### config.mk
export PLATFORM = sky130hd
export DESIGN_NAME = pt_walker
export DESIGN_NICKNAME = d
export VERILOG_FILES = /design/src/rtl/pt_walker.sv
export SDC_FILE = /design/constraint.sdc
export NUM_CORES = 1
export LEC_CHECK = 0
export BUFFER_PORTS_ARGS = -buffer_cell sky130_fd_sc_hd__buf_4
export CORE_MARGIN = 2
export CORE_UTILIZATION = 53
export CTS_CLUSTER_SIZE = 10
export DETAILED_ROUTE_END_ITERATION = 16
export HOLD_SLACK_MARGIN = 0.06
export PLACE_DENSITY = 0.79
export SETUP_SLACK_MARGIN = 0.05
export SYNTH_ARGS = -nofsm -noshare
export SYNTH_HDL_FRONTEND = slang
export SYNTH_SLANG_ARGS = --single-unit
### constraint.sdc
create_clock -name clk -period 2.7 [get_ports clk]
set_input_delay 0.405 -clock clk [delete_from_list [all_inputs] [get_ports clk]]
set_output_delay 0.405 -clock clk [all_outputs]
set_load 0.05 [all_outputs]
### src/rtl/pt_walker.sv
`timescale 1ns/1ps
module pt_walker #(
  parameter int VA_W      = 32,
  parameter int OFF_W     = 9,
  parameter int FRAME_W   = 21,
  parameter int VALID_BIT = 31
) (
  input  logic                     clk,
  input  logic                     rst_n,
  input  logic                     req_valid,
  input  logic [VA_W-1:0]          req_vaddr,
  input  logic [VA_W-1:0]          user_base,
  input  logic [VA_W-1:0]          sys_base,
  output logic                     mem_req,
  output logic [VA_W-1:0]          mem_addr,
  input  logic                     mem_ack,
  input  logic [VA_W-1:0]          mem_rdata,
  output logic                     done,
  output logic                     fault,
  output logic [1:0]               fault_code,
  output logic [FRAME_W+OFF_W-1:0] paddr
);
  localparam int VPN_W = VA_W - 2 - OFF_W;
  localparam int PA_W  = FRAME_W + OFF_W;
  localparam int PAD_W = VA_W - VPN_W - 2;
  localparam logic [1:0] RGN_USER = 2'b00;
  localparam logic [1:0] RGN_SYS  = 2'b10;
  localparam logic [1:0] FC_ILLEGAL = 2'd0;
  localparam logic [1:0] FC_SYS_INV = 2'd1;
  localparam logic [1:0] FC_USR_INV = 2'd2;

  typedef enum logic [2:0] {S_IDLE, S_SYS, S_USR, S_DONE, S_FAULT} state_t;

  state_t             state;
  logic [VA_W-1:0]    addr_q;
  logic [OFF_W-1:0]   va_off_q, pte_off_q;
  logic               last_q;
  logic [PA_W-1:0]    paddr_q;
  logic [1:0]         code_q;

  wire [1:0]         region    = req_vaddr[VA_W-1 -: 2];
  wire [VPN_W-1:0]   req_vpn   = req_vaddr[VA_W-3:OFF_W];
  wire [VA_W-1:0]    upte_va   = user_base + {{PAD_W{1'b0}}, req_vpn, 2'b00};
  wire [VPN_W-1:0]   upte_vpn  = upte_va[VA_W-3:OFF_W];
  wire [VA_W-1:0]    sys_pte_d = sys_base + {{PAD_W{1'b0}}, req_vpn, 2'b00};
  wire [VA_W-1:0]    sys_pte_u = sys_base + {{PAD_W{1'b0}}, upte_vpn, 2'b00};
  wire               pte_ok    = mem_rdata[VALID_BIT];
  wire [FRAME_W-1:0] frame     = mem_rdata[FRAME_W-1:0];
  wire               unused_rdata = &{1'b0, mem_rdata[VALID_BIT-1:FRAME_W]};

  always_ff @(posedge clk or negedge rst_n) begin
    if (!rst_n) begin
      state     <= S_IDLE;
      addr_q    <= '0;
      va_off_q  <= '0;
      pte_off_q <= '0;
      last_q    <= 1'b0;
      paddr_q   <= '0;
      code_q    <= FC_ILLEGAL;
    end else begin
      case (state)
        S_IDLE: if (req_valid) begin
          va_off_q <= req_vaddr[OFF_W-1:0];
          if (region == RGN_SYS) begin
            addr_q <= sys_pte_d;
            last_q <= 1'b1;
            state  <= S_SYS;
          end else if (region == RGN_USER && upte_va[VA_W-1 -: 2] == RGN_SYS) begin
            addr_q    <= sys_pte_u;
            pte_off_q <= upte_va[OFF_W-1:0];
            last_q    <= 1'b0;
            state     <= S_SYS;
          end else begin
            code_q <= FC_ILLEGAL;
            state  <= S_FAULT;
          end
        end
        S_SYS: if (mem_ack) begin
          if (!pte_ok) begin
            code_q <= FC_SYS_INV;
            state  <= S_FAULT;
          end else if (last_q) begin
            paddr_q <= {frame, va_off_q};
            state   <= S_DONE;
          end else begin
            addr_q <= {{(VA_W-PA_W){1'b0}}, frame, pte_off_q};
            state  <= S_USR;
          end
        end
        S_USR: if (mem_ack) begin
          if (!pte_ok) begin
            code_q <= FC_USR_INV;
            state  <= S_FAULT;
          end else begin
            paddr_q <= {frame, va_off_q};
            state   <= S_DONE;
          end
        end
        default: state <= S_IDLE;
      endcase
    end
  end

  assign mem_req    = (state == S_SYS) || (state == S_USR);
  assign mem_addr   = addr_q;
  assign done       = (state == S_DONE) || (state == S_FAULT);
  assign fault      = (state == S_FAULT);
  assign fault_code = code_q;
  assign paddr      = paddr_q;

  AST_REQ_HOLD: assert property (@(posedge clk) disable iff (!rst_n)
    mem_req && !mem_ack |=> mem_req && $stable(mem_addr));
  AST_DONE_PULSE: assert property (@(posedge clk) disable iff (!rst_n)
    done |=> !done);
  AST_ILLEGAL_NO_READ: assert property (@(posedge clk) disable iff (!rst_n)
    (!mem_req && !done && req_valid && req_vaddr[VA_W-2])
      |=> fault && !mem_req && fault_code == FC_ILLEGAL);
  AST_SYS_INVALID: assert property (@(posedge clk) disable iff (!rst_n)
    (state == S_SYS && mem_ack && !mem_rdata[VALID_BIT])
      |=> fault && fault_code == FC_SYS_INV && !mem_req);
  AST_USR_INVALID: assert property (@(posedge clk) disable iff (!rst_n)
    (state == S_USR && mem_ack && !mem_rdata[VALID_BIT])
      |=> fault && fault_code == FC_USR_INV);
endmodule

# Yosys cells after proc, flatten, opt, wreduce, memory -nomap -nowiden
# Cells that the tools add are included.
# classes
addsub	3
n_eq_ne	18
mux	32
n_bitwise	1
n_reduce_logical	16
# op_table
cell	n
$mux 32	6
$mux 30	5
$add 32x23->32	3
$pmux 32 s2	1
$pmux 30 s2	1
$ne 2x2->1 const B	11
$mux 3	7
$mux 2	7
$reduce_and 6->1	2
$pmux 3 s3	1
$reduce_and 8->1	1
$eq 3x2->1 const B	2
$pmux 2 s3	1
$reduce_and 3->1	2
$reduce_bool 2->1	3
$eq 2x2->1 const B	2
$reduce_and 4->1	1
$eq 3x1->1 const B	1
$eq 3x3->1 const B	1
$logic_not 3->1	1
$mux 1	3
$ne 3x3->1 const B	1
$reduce_bool 3->1	1
$logic_not 2->1	1
other kinds (4)	5
# totals
register_bits	86
inputBits	132
word_cells	77

# Longest topological paths before layout
# Gate-level depths: netlist of the first run.
# logic_depth
depth_word	7
depth_mapped	24
ltp_nobuf	24

# Worst setup path before layout of the first run
# Ideal clock, no wire load.
# synth_timing
kind	input port to flip-flop
start	input port req_vaddr[10]
end	register addr_q[26] (netlist: mem_addr[26])
setup_ns	0.125
arrival_ns	4.707
path_slack_ns	-2.132
stages	23
n_path_buf	1
path_cell_list	ha_1 -> a211oi_1 -> o21ai_0 -> o31a_1 -> a31o_2 -> nor2_1 -> o21a_1 -> a2bb2oi_1 -> nand2b_1 -> xnor2_1 -> a21oi_1 -> ha_1 -> clkbuf_1 -> a21o_1 -> a31oi_1 -> nor2b_1 -> a31oi_1 -> o41ai_2 -> o21ai_1 -> a21oi_1 -> nor3_1 -> o31a_1 -> mux2_4
# synth_via
elab_chain_cells	6
elab_cells_between_ends	11
# synth_rtl
item	line	source
from (decl)	11	input logic [VA_W-1:0] req_vaddr,
$add 32x23->32	43	wire [VA_W-1:0] upte_va = user_base + {{PAD_W{1'b0}}, req_vpn, 2'b00};
$add 32x23->32	46	wire [VA_W-1:0] sys_pte_u = sys_base + {{PAD_W{1'b0}}, upte_vpn, 2'b00};
$mux 32	68	end else if (region == RGN_USER && upte_va[VA_W-1 -: 2] == RGN_SYS) begin
$mux 32	64	if (region == RGN_SYS) begin
$mux 32	62	S_IDLE: if (req_valid) begin
$pmux 32 s2	61	case (state)
to (signal assigned)	65	addr_q <= sys_pte_d;
to (signal assigned)	69	addr_q <= sys_pte_u;
to (signal assigned)	86	addr_q <= {{(VA_W-PA_W){1'b0}}, frame, pte_off_q};
to (decl)	35	logic [VA_W-1:0] addr_q;
# Several ways; a longest one is shown, not always the timed one. The select of a mux whose other input is x is not followed.
# A chain may end at the register's enable or synchronous reset.

# Final worst setup path of the first run
# layout_timing
start	input port req_vaddr[14]
end	register addr_q[25] (netlist: mem_addr[25])
# Same word-level chain as after synthesis.

==> results.cfg, run 1 <==
[worst_hold_path]
hp-class = primary input to async pin

[placed_design]
dp_slack_ns = -2.33
dpl-instance-area_mm2 = 0.00914
place_congestion = 0.944
port_buffers = 188
post-dp-hpwl_um = 16100
dp_cells = 1131

[critical_path]
cp_data_arrival_time_ns = 5.02
critical_path.endpoint_type = register
r2r_cells = 11
crit_path_cell_trace = buf_4, ha_1, o21ai_0, nand2b_1, o31a_1, a31o_4, nor2_2, o21a_1, a2bb2oi_2, nand2b_1, xnor2_1, a21oi_1, ha_1, a21o_1, buf_4, a221oi_4, nor2_4, o41ai_4, o21ai_4, nand3_2, xor2_1, a21oi_1, mux2_4
crit_family = compound AO/OA/AOI/OAI gates
crit_cells = 23
cp.required_ns = 2.93
critPathSlowestCell = o41ai_4
critPathMaxStageDelay_ns = 0.44
path_buf_inv = 2
worstPathMaxFanout = 5
path_class = primary input to register
start_kind = primary input

[routing]
via_count = 7278
final_antenna_net_count = 0
drt-wirelength-per-cell_um = 22.5
drt_iter0_markers = 747
drc_errors = 0
routed_wl_um = 26500
first_pass_iters = 5
vias_per_cell = 6.17

[run_status]
violations = setup timing
status = complete, but fails checks

[floorplanning]
dieHeight_um = 114
design.core.area_mm2 = 0.0119
die-area_mm2 = 0.0130
io_pins = 199
start_util_pct = 53.7
fp-row-count = 40
dieWidth_um = 114

[global_route]
grt_pass1_vias = 7180
grt_use_total_pct = 34.9
overflow = 0
grt_pass1_wl_um = 35800
antenna_found_initial = 0
grt_max_degree = 82

[sta]
finalSetupViolCount = 46
holdWs_ns = 0.227
slew_headroom_pct = 31.3
rsz0062_at_grt = yes
tightestPinTransition_ns = 1.03
finalMaxSlewViolations = 0
setup_slack_ns = -2.09
hold_viol_final = 0
tns_ns = -51.36
skew_ns = 0.00673
max_freq_mhz = 209
min_period_over_period_pct = 177
fin_crit_ns = 4.79

[cts]
path_clk_slew_ns = 0.07
cts.sinks = 86
cts_made_buffers = 9
root_buffer = clkbuf_16
insertion_delay_ns = 0.35
cts_tree = built
clock_path_buffers = 2
hold_buffers = 0
cts_max_level = 3

[logic_synthesis]
syn_inst = 671
yosys.area.top_type = dfrtp_1
synthTopCellsByArea = dfrtp_1 34%, ha_1 8.6%, mux2_2 7.7%
avgSynthCellArea_um2 = 9.54
synth_area_mm2 = 0.00640
post-synth-top-count-cell = dfrtp_1
netlist_top_cells_count = 86 x dfrtp_1, 73 x nand2_1, 58 x o21ai_0
ys_ff_latch = 86
yosys.area.top_type_share_pct = 33.6
ys_async_sr_fraction_pct = 100
syn_nets = 849
ys_types = 66
synth_edf_count = 0
ys_seq_area_share_pct = 33.6
yosys_warnings = 0
synth_flop_cell = dfrtp_1

[power_and_ir_drop]
switching_share_pct = 47.6
p_comb_share_pct = 64.8
p_switching_mw = 5.00
p_leak_nw = 4.99
power.internal_mw = 5.50
ir_worst_vdd_mv = 0.519
powerDensity_mw_per_mm2 = 1010
p_clk_share_pct = 12.3
power_mw = 10.5
seqPwrFrac_pct = 22.9

[cells_and_area]
utilization_pct = 87.4
antenna_cells = 0
fin_cells = 1179
fin_nets = 1205
final_area_mm2 = 0.0104
layout-drive-gt1-share_pct = 55.2
synthToLayoutAreaGrowth_pct = 62.5

[run]
drv_cap = 0
[state kept, by name (all words and copies together), names as in the netlist]
name        count
fault_code      2
last_q          1
mem_addr       32
paddr          30
pte_off_q       9
state           3
va_off_q        9
[cells by family after synthesis]
family | synth area share, %
and+or+nand+nor | 14.4
AOI/OAI and AO/OA | 18.7
DFF | 33.6
muxes | 14.5
xor gates and xnor gates | 6.43
adders and majority gates | 9.22
buffers and inverters | 3.17
[final cells by class]
class / count / area, um^2
fillers: 537 / 1510
clock inverters: 7 / 80.1
flip-flops and latches: 86 / 2150
clock buffers: 9 / 225
repair buffers: 373 / 3000
well taps: 147 / 184
inverters: 12 / 45.0
multi-input cells: 545 / 4720
[cells in the final DEF, fill, tap and decap left out, types with 9 or more instances in the layout]
cell type,n
a21oi_1,33
nor3_1,9
a21oi_2,14
mux2_2,40
nand3_1,14
mux2_4,32
dfrtp_1,86
ha_1,32
buf_6,17
xnor2_1,18
nand2_1,62
ha_4,10
o21ai_0,19
a21o_1,12
buf_4,345
inv_1,11
o21a_1,9
nor2_1,37
o21ai_2,13
o21ai_1,22
clkbuf_16,10
xor2_1,24
[power by group through the flow]
stage                     registers [mW]  logic (mW)  clock network (mW)
after floorplan                     3.87        2.42                   0
after global placement              2.29        5.76                   0
after detailed placement            2.35        5.90                   0
after CTS                           2.34        6.36                1.28
after global routing                2.45        7.06                1.33
final                               2.41        6.80                1.29
[path summary, 6_finish.rpt]
| path | from | end | slack [ns] |
|---|---|---|---|
| min reg2reg | va_off_q[8]$_DFFE_PN0P_ | va_off_q[8]$_DFFE_PN0P_ | 0.51 |
| max reg2reg | state[1]$_DFFE_PN0P_ | mem_addr[8]$_DFFE_PN0P_ | -0.29 |
| max in group asynchronous | rst_n | pte_off_q[0]$_DFFE_PN0P_ | 1.74 |
| max | req_vaddr[14] | mem_addr[25]$_DFFE_PN0P_ | -2.09 |
| min in group clk | req_vaddr[4] | va_off_q[4]$_DFFE_PN0P_ | 0.29 |
| min | rst_n | va_off_q[3]$_DFFE_PN0P_ | 0.23 |
[routing by layer]
layer	GRT usage, %	vias to the layer above	wire, um
met5	0	-	0
met4	14.6	0	1640
met3	5.42	160	2160
met2	65.5	508	13200
met1	39.3	3468	9450
li1	-	3142	-
[repair_timing]
item / in CTS / in global routing
endpoints found under the setup margin: 46 / 46
resized for setup: 106 / 63
endpoints found under the hold margin: 0 / 0
gates cloned: 3 / 1
pin swaps: 72 / 65
setup buffers: 25 / 15
[worst reg2reg max path, delay by kind of cell (launching register included)]
family | cells | cell delay [ns]
buf+inv | 3 | 0.51
compound gates | 1 | 0.19
mux | 1 | 0.31
simple gates | 6 | 1.28
flops | 1 | 0.59
No activity file was read; power rests on OpenSTA's default activity.
==> inputs of run 2 (changes only) <==
- CTS_BUF_LIST: not set -> sky130_fd_sc_hd__clkbuf_8 sky130_fd_sc_hd__clkbuf_16
- PLACE_DENSITY: 0.79 -> 0.92
==> results.cfg, run 2 (synthesis results as in run 1) <==
[run_status]
status = complete, but fails checks
violations = setup timing

[run]
drv_cap = 0

[sta]
hold_viol_final = 0
finalMaxSlewViolations = 0
tns_ns = -65.46
min_period_over_period_pct = 193
slew_headroom_pct = 57.5
setup_slack_ns = -2.52
max_freq_mhz = 191
fin_crit_ns = 5.22
skew_ns = 0.0107
rsz0062_at_grt = yes
finalSetupViolCount = 46
tightestPinTransition_ns = 0.632

[cts]
hold_buffers = 0
clock_path_buffers = 2
cts_tree = built
cts_max_level = 3
insertion_delay_ns = 0.36
root_buffer = clkbuf_16
cts_made_buffers = 9
path_clk_slew_ns = 0.07
cts.sinks = 86

[global_route]
antenna_found_initial = 0
grt_pass1_wl_um = 36500
overflow = 0
grt_max_degree = 87
grt_use_total_pct = 35.9
grt_pass1_vias = 7244

[placed_design]
port_buffers = 188
post-dp-hpwl_um = 15900
dp_slack_ns = -2.27
place_congestion = 0.941

[power_and_ir_drop]
p_clk_share_pct = 12.0
powerDensity_mw_per_mm2 = 1010
p_leak_nw = 5.05
switching_share_pct = 48.9
seqPwrFrac_pct = 22.5
ir_worst_vdd_mv = 0.428
p_comb_share_pct = 65.6
power.internal_mw = 5.49
p_switching_mw = 5.26

[floorplanning]
start_util_pct = 53.7
fp-row-count = 40
dieWidth_um = 114
die-area_mm2 = 0.0130
dieHeight_um = 114
design.core.area_mm2 = 0.0119
io_pins = 199

[critical_path]
critical_path.endpoint_type = register
start_kind = primary input
reg2reg_setup_slack_ns = 0.19
rr_endpoint = mem_addr[15]$_DFFE_PN0P_
worstPathMaxFanout = 5
worstReg2RegStart = state[0]$_DFFE_PN0P_
r2r_cells = 9
cp_data_arrival_time_ns = 5.46
path_class = primary input to register
cp.required_ns = 2.94

[routing]
drc_errors = 0
final_antenna_net_count = 0
drt_iter0_markers = 1072
first_pass_iters = 6
routed_wl_um = 29900
drt-wirelength-per-cell_um = 25.4
vias_per_cell = 6.53
via_count = 7701

[worst_hold_path]
hp-class = primary input to async pin

[cells_and_area]
fin_nets = 1205
largest_reg_flops = 32
antenna_cells = 0
synthToLayoutAreaGrowth_pct = 65.6
final_common_cell = buf_4
layout-drive-gt1-share_pct = 57.2
final_cell_mix = 339 x buf_4, 86 x dfrtp_1, 63 x nand2_1
run 2: changes by cell type in the layout (fill, tap and decap cells not counted), moves of 4 or more:
cell and change:
xnor2_1 -4, buf_6 +8, buf_4 -6, ha_1 -5
run 2: area by class of cell:
| cell class | instances | area, um^2 |
|---|---|---|
| Clock inverter | 7 | 76.3 |
| Fill cell | 488 | 1310 |
| Sequential cell | 86 | 2150 |
| Clock buffer | 9 | 225 |
| Tap cell | 147 | 184 |
| Timing Repair Buffer | 373 | 3000 |
| Multi-Input combinational cell | 545 | 4910 |
| Inverter | 12 | 47.5 |
run 2: worst max-delay path by stage:
stage / to / slack, ns / cells after the start / start
after CTS: mem_addr[24]$_DFFE_PN0P_ / -1.74 / 26 / req_vaddr[9]
after floorplan: mem_addr[26]$_DFFE_PN0P_ / -2.03 / 23 / req_vaddr[10]
after global placement: mem_addr[26]$_DFFE_PN0P_ / -2.09 / 24 / req_vaddr[9]
after detailed placement: mem_addr[24]$_DFFE_PN0P_ / -2.27 / 25 / req_vaddr[9]
after global routing: mem_addr[24]$_DFFE_PN0P_ / -2.60 / 25 / req_vaddr[10]
final: mem_addr[25]$_DFFE_PN0P_ / -2.52 / 24 / req_vaddr[10]
run 2: power by group through the flow:
stage | sequential [mW] | combinational, mW | clock [mW]
after detailed placement | 2.36 | 5.92 | 0
after global placement | 2.30 | 5.74 | 0
final | 2.41 | 7.05 | 1.28
after CTS | 2.35 | 6.32 | 1.27
after floorplan | 3.87 | 2.42 | 0
after global routing | 2.46 | 7.28 | 1.33
run 2: metal layers:
| metal | track usage [%] | share of wire (%) | vias up |
|---|---|---|---|
| met5 | 0 | 0 | - |
| met4 | 20.1 | 8.7 | 0 |
| met3 | 8.34 | 10 | 250 |
| met2 | 63.2 | 47 | 693 |
| met1 | 40.0 | 34 | 3603 |
| li1 | - | - | 3155 |
run 2: worst max-delay path, cell delays in order:
cell       delay [ns]
buf_8            0.10
ha_4             0.25
a211oi_4         0.31
o21ai_2          0.13
o31a_1           0.30
a31o_4           0.26
nor2_4           0.07
o21a_1           0.16
a2bb2oi_2        0.20
nand2b_1         0.12
xnor2_1          0.43
a21oi_1          0.20
ha_1             0.39
a21o_1           0.23
buf_6            0.15
nand2_4          0.06
a211o_1          0.34
nor2_4           0.18
o41ai_4          0.11
o21ai_2          0.29
nand3_1          0.16
xor2_1           0.23
a21oi_1          0.09
mux2_4           0.29
run 2: timing repair:
item,4_1_cts,5_1_grt
gates resized for setup,97,105
pin swaps,70,75
gates cloned,1,1
endpoints found under the setup margin,46,46
setup buffers,17,26
run 2: through the flow:
stage / hold WS, ns / cells / area, um^2 / power (mW) / utilization (%)
after global routing: 0.139 / 1179 / 10600 / 11.1 / 89.0
after global placement: 0.466 / 1128 / 9130 / 8.05 / 76.6
after detailed placement: 0.479 / 1128 / 9130 / 8.28 / 76.6
after floorplan: 0.109 / 671 / 6540 / 6.29 / -
after CTS: 0.103 / 1157 / 9920 / 9.94 / 83.3
final: 0.0913 / 1179 / 10600 / 10.7 / 89.0
==> inputs of run 3 (changes only) <==
- CORE_UTILIZATION: 53 -> 47
- PLACE_DENSITY: 0.92 -> 0.87
- clock period: 2.7 -> 4.4 ns (I/O delays scaled with it)
==> results.cfg, run 3 (synthesis results as in run 1) <==
[cells_and_area]
final_cell_mix = 317 x buf_4, 86 x dfrtp_1, 71 x nand2_1
synthToLayoutAreaGrowth_pct = 54.1
fin_nets = 1163
layout-drive-gt1-share_pct = 50.8
largest_reg_flops = 32
antenna_cells = 0
final_area_mm2 = 0.00986
multi_input_comb_area_mm2 = 0.00456
regArea_mm2 = 0.00215
final_common_cell = buf_4
fillCellCount = 918

[floorplanning]
dieHeight_um = 121
io_pins = 199
start_util_pct = 48.2
design.core.area_mm2 = 0.0133
die-area_mm2 = 0.0146
fp-row-count = 42
dieWidth_um = 121

[sta]
setup_slack_ns = -0.420
finalMaxSlewViolations = 0
rsz0062_at_grt = yes
slew_headroom_pct = 49.6
finalSetupViolCount = 16
fin_crit_ns = 4.82
skew_ns = 0.0108
tightestPinTransition_ns = 0.757
hold_viol_final = 0
max_freq_mhz = 207
min_period_over_period_pct = 110

[global_route]
grt_use_total_pct = 28.2
antenna_found_initial = 0
grt_pass1_wl_um = 32700
overflow = 0
grt_max_degree = 60
grt_pass1_vias = 6732

[routing]
final_antenna_net_count = 0
drt-wirelength-per-cell_um = 18.2
via_count = 6615
routed_wl_um = 21200
drc_errors = 0
vias_per_cell = 5.67
first_pass_iters = 5
drt_iter0_markers = 440

[critical_path]
path_class = primary input to register
worstReg2RegStart = state[1]$_DFFE_PN0P_
critPathSlowestCell = a2111oi_1
start_kind = primary input
cpMostUsedCell = buf_4
critical_path.endpoint_type = register
crit_path_cell_trace = buf_4, ha_1, buf_4, nand3_1, a2111oi_1, buf_4, o311a_1, nor2b_2, a31oi_4, xnor2_1, o21ai_0, ha_1, a21oi_1, nand2_1, nor2b_2, a31oi_4, o41ai_2, buf_4, o21ai_4, a21oi_2, buf_4, or3_1, a31oi_1, mux2_4
worstPathMaxFanout = 5
cp_data_arrival_time_ns = 5.04
critPathLaunch = req_vaddr[25]
critPathMaxStageDelay_ns = 0.42
cp.required_ns = 4.62

[placed_design]
post-dp-hpwl_um = 15500
place_congestion = 0.927
dp_slack_ns = -0.969
dpl-instance-area_mm2 = 0.00893
port_buffers = 188

[cts]
cts_max_level = 3
cts_tree = built
hold_buffers = 0
cts.sinks = 86
insertion_delay_ns = 0.34
cts_made_buffers = 9
clock_path_buffers = 2
root_buffer = clkbuf_16
path_clk_slew_ns = 0.06

[run_status]
violations = setup timing
status = complete, but fails checks

[worst_hold_path]
hp-class = primary input to async pin

[power_and_ir_drop]
ir_worst_vdd_mv = 0.278
powerDensity_mw_per_mm2 = 617
p_leak_nw = 4.73

[run]
drv_cap = 0
==> run 3: cell types whose count changed in the layout (fill, tap and decap cells not counted), sizes merged <==
cell	change
buf	-41
bufinv	+2
clkbuf	-1
clkinv	-2
==> run 3: per-stage QoR <==
| stage | hold slack [ns] | util, % | cells | power (mW) | setup TNS, ns |
|---|---|---|---|---|---|
| 2_1_floorplan | 0.364 | - | 671 | 3.84 | -2.49 |
| 3_3_place_gp | 0.464 | 67.2 | 1131 | 4.89 | -9.71 |
| 3_5_place_dp | 0.471 | 67.2 | 1131 | 5.00 | -11.81 |
| 4_1_cts | 0.411 | 71.9 | 1159 | 5.97 | -2.15 |
| 5_1_grt | 0.453 | 74.2 | 1166 | 6.38 | -7.41 |
| 6_report | 0.385 | 74.2 | 1166 | 6.09 | -3.34 |
==> run 3: path summary, 6_finish.rpt <==
kind | end | slack (ns) | depth (start not counted)
max reg2reg | mem_addr[6]$_DFFE_PN0P_ | 1.41 | 10
min | paddr[25]$_DFFE_PN0P_ | 0.39 | 1
max in group asynchronous | mem_addr[31]$_DFFE_PN0P_ | 3.15 | 2
min in group clk | pte_off_q[5]$_DFFE_PN0P_ | 0.49 | 2
max | mem_addr[24]$_DFFE_PN0P_ | -0.42 | 24
min reg2reg | pte_off_q[5]$_DFFE_PN0P_ | 0.49 | 2
==> run 3: final cells by class <==
cell class,instances,area share [%]
flip-flops and latches,86,21.8
well taps,176,2.23
clock inverters,7,1.04
clock buffers,9,2.28
repair buffers,331,25.9
inverters,12,0.457
multi-input cells,545,46.2
==> run 3: critical path: cells and delay by family <==
kind,cells,cell delay (ns)
simple gates,5,0.70
mux,1,0.29
compound gates,10,1.81
xor+xnor,1,0.13
fa+ha+maj,2,0.67
buf+inv,5,0.80
==> run 3: where the power goes <==
part / switching [mW] / internal, mW
clock: 0.336 / 0.507
sequential: 0.254 / 1.18
combinational: 2.22 / 1.59
==> run 3: repair_timing <==
item | in CTS | in global routing
pin swaps | 34 | 49
endpoints found under the setup margin | 20 | 23
buffers inserted | 12 | 9
gates resized for setup | 56 | 57
==> run 3: metal layers <==
metal	global-route usage, %	wire (um)	vias to the layer above
met2	51.2	10700	325
li1	-	-	3056
met4	9.16	597	0
met3	5.33	1590	53
met1	33.4	8260	3181
met5	0	0	-
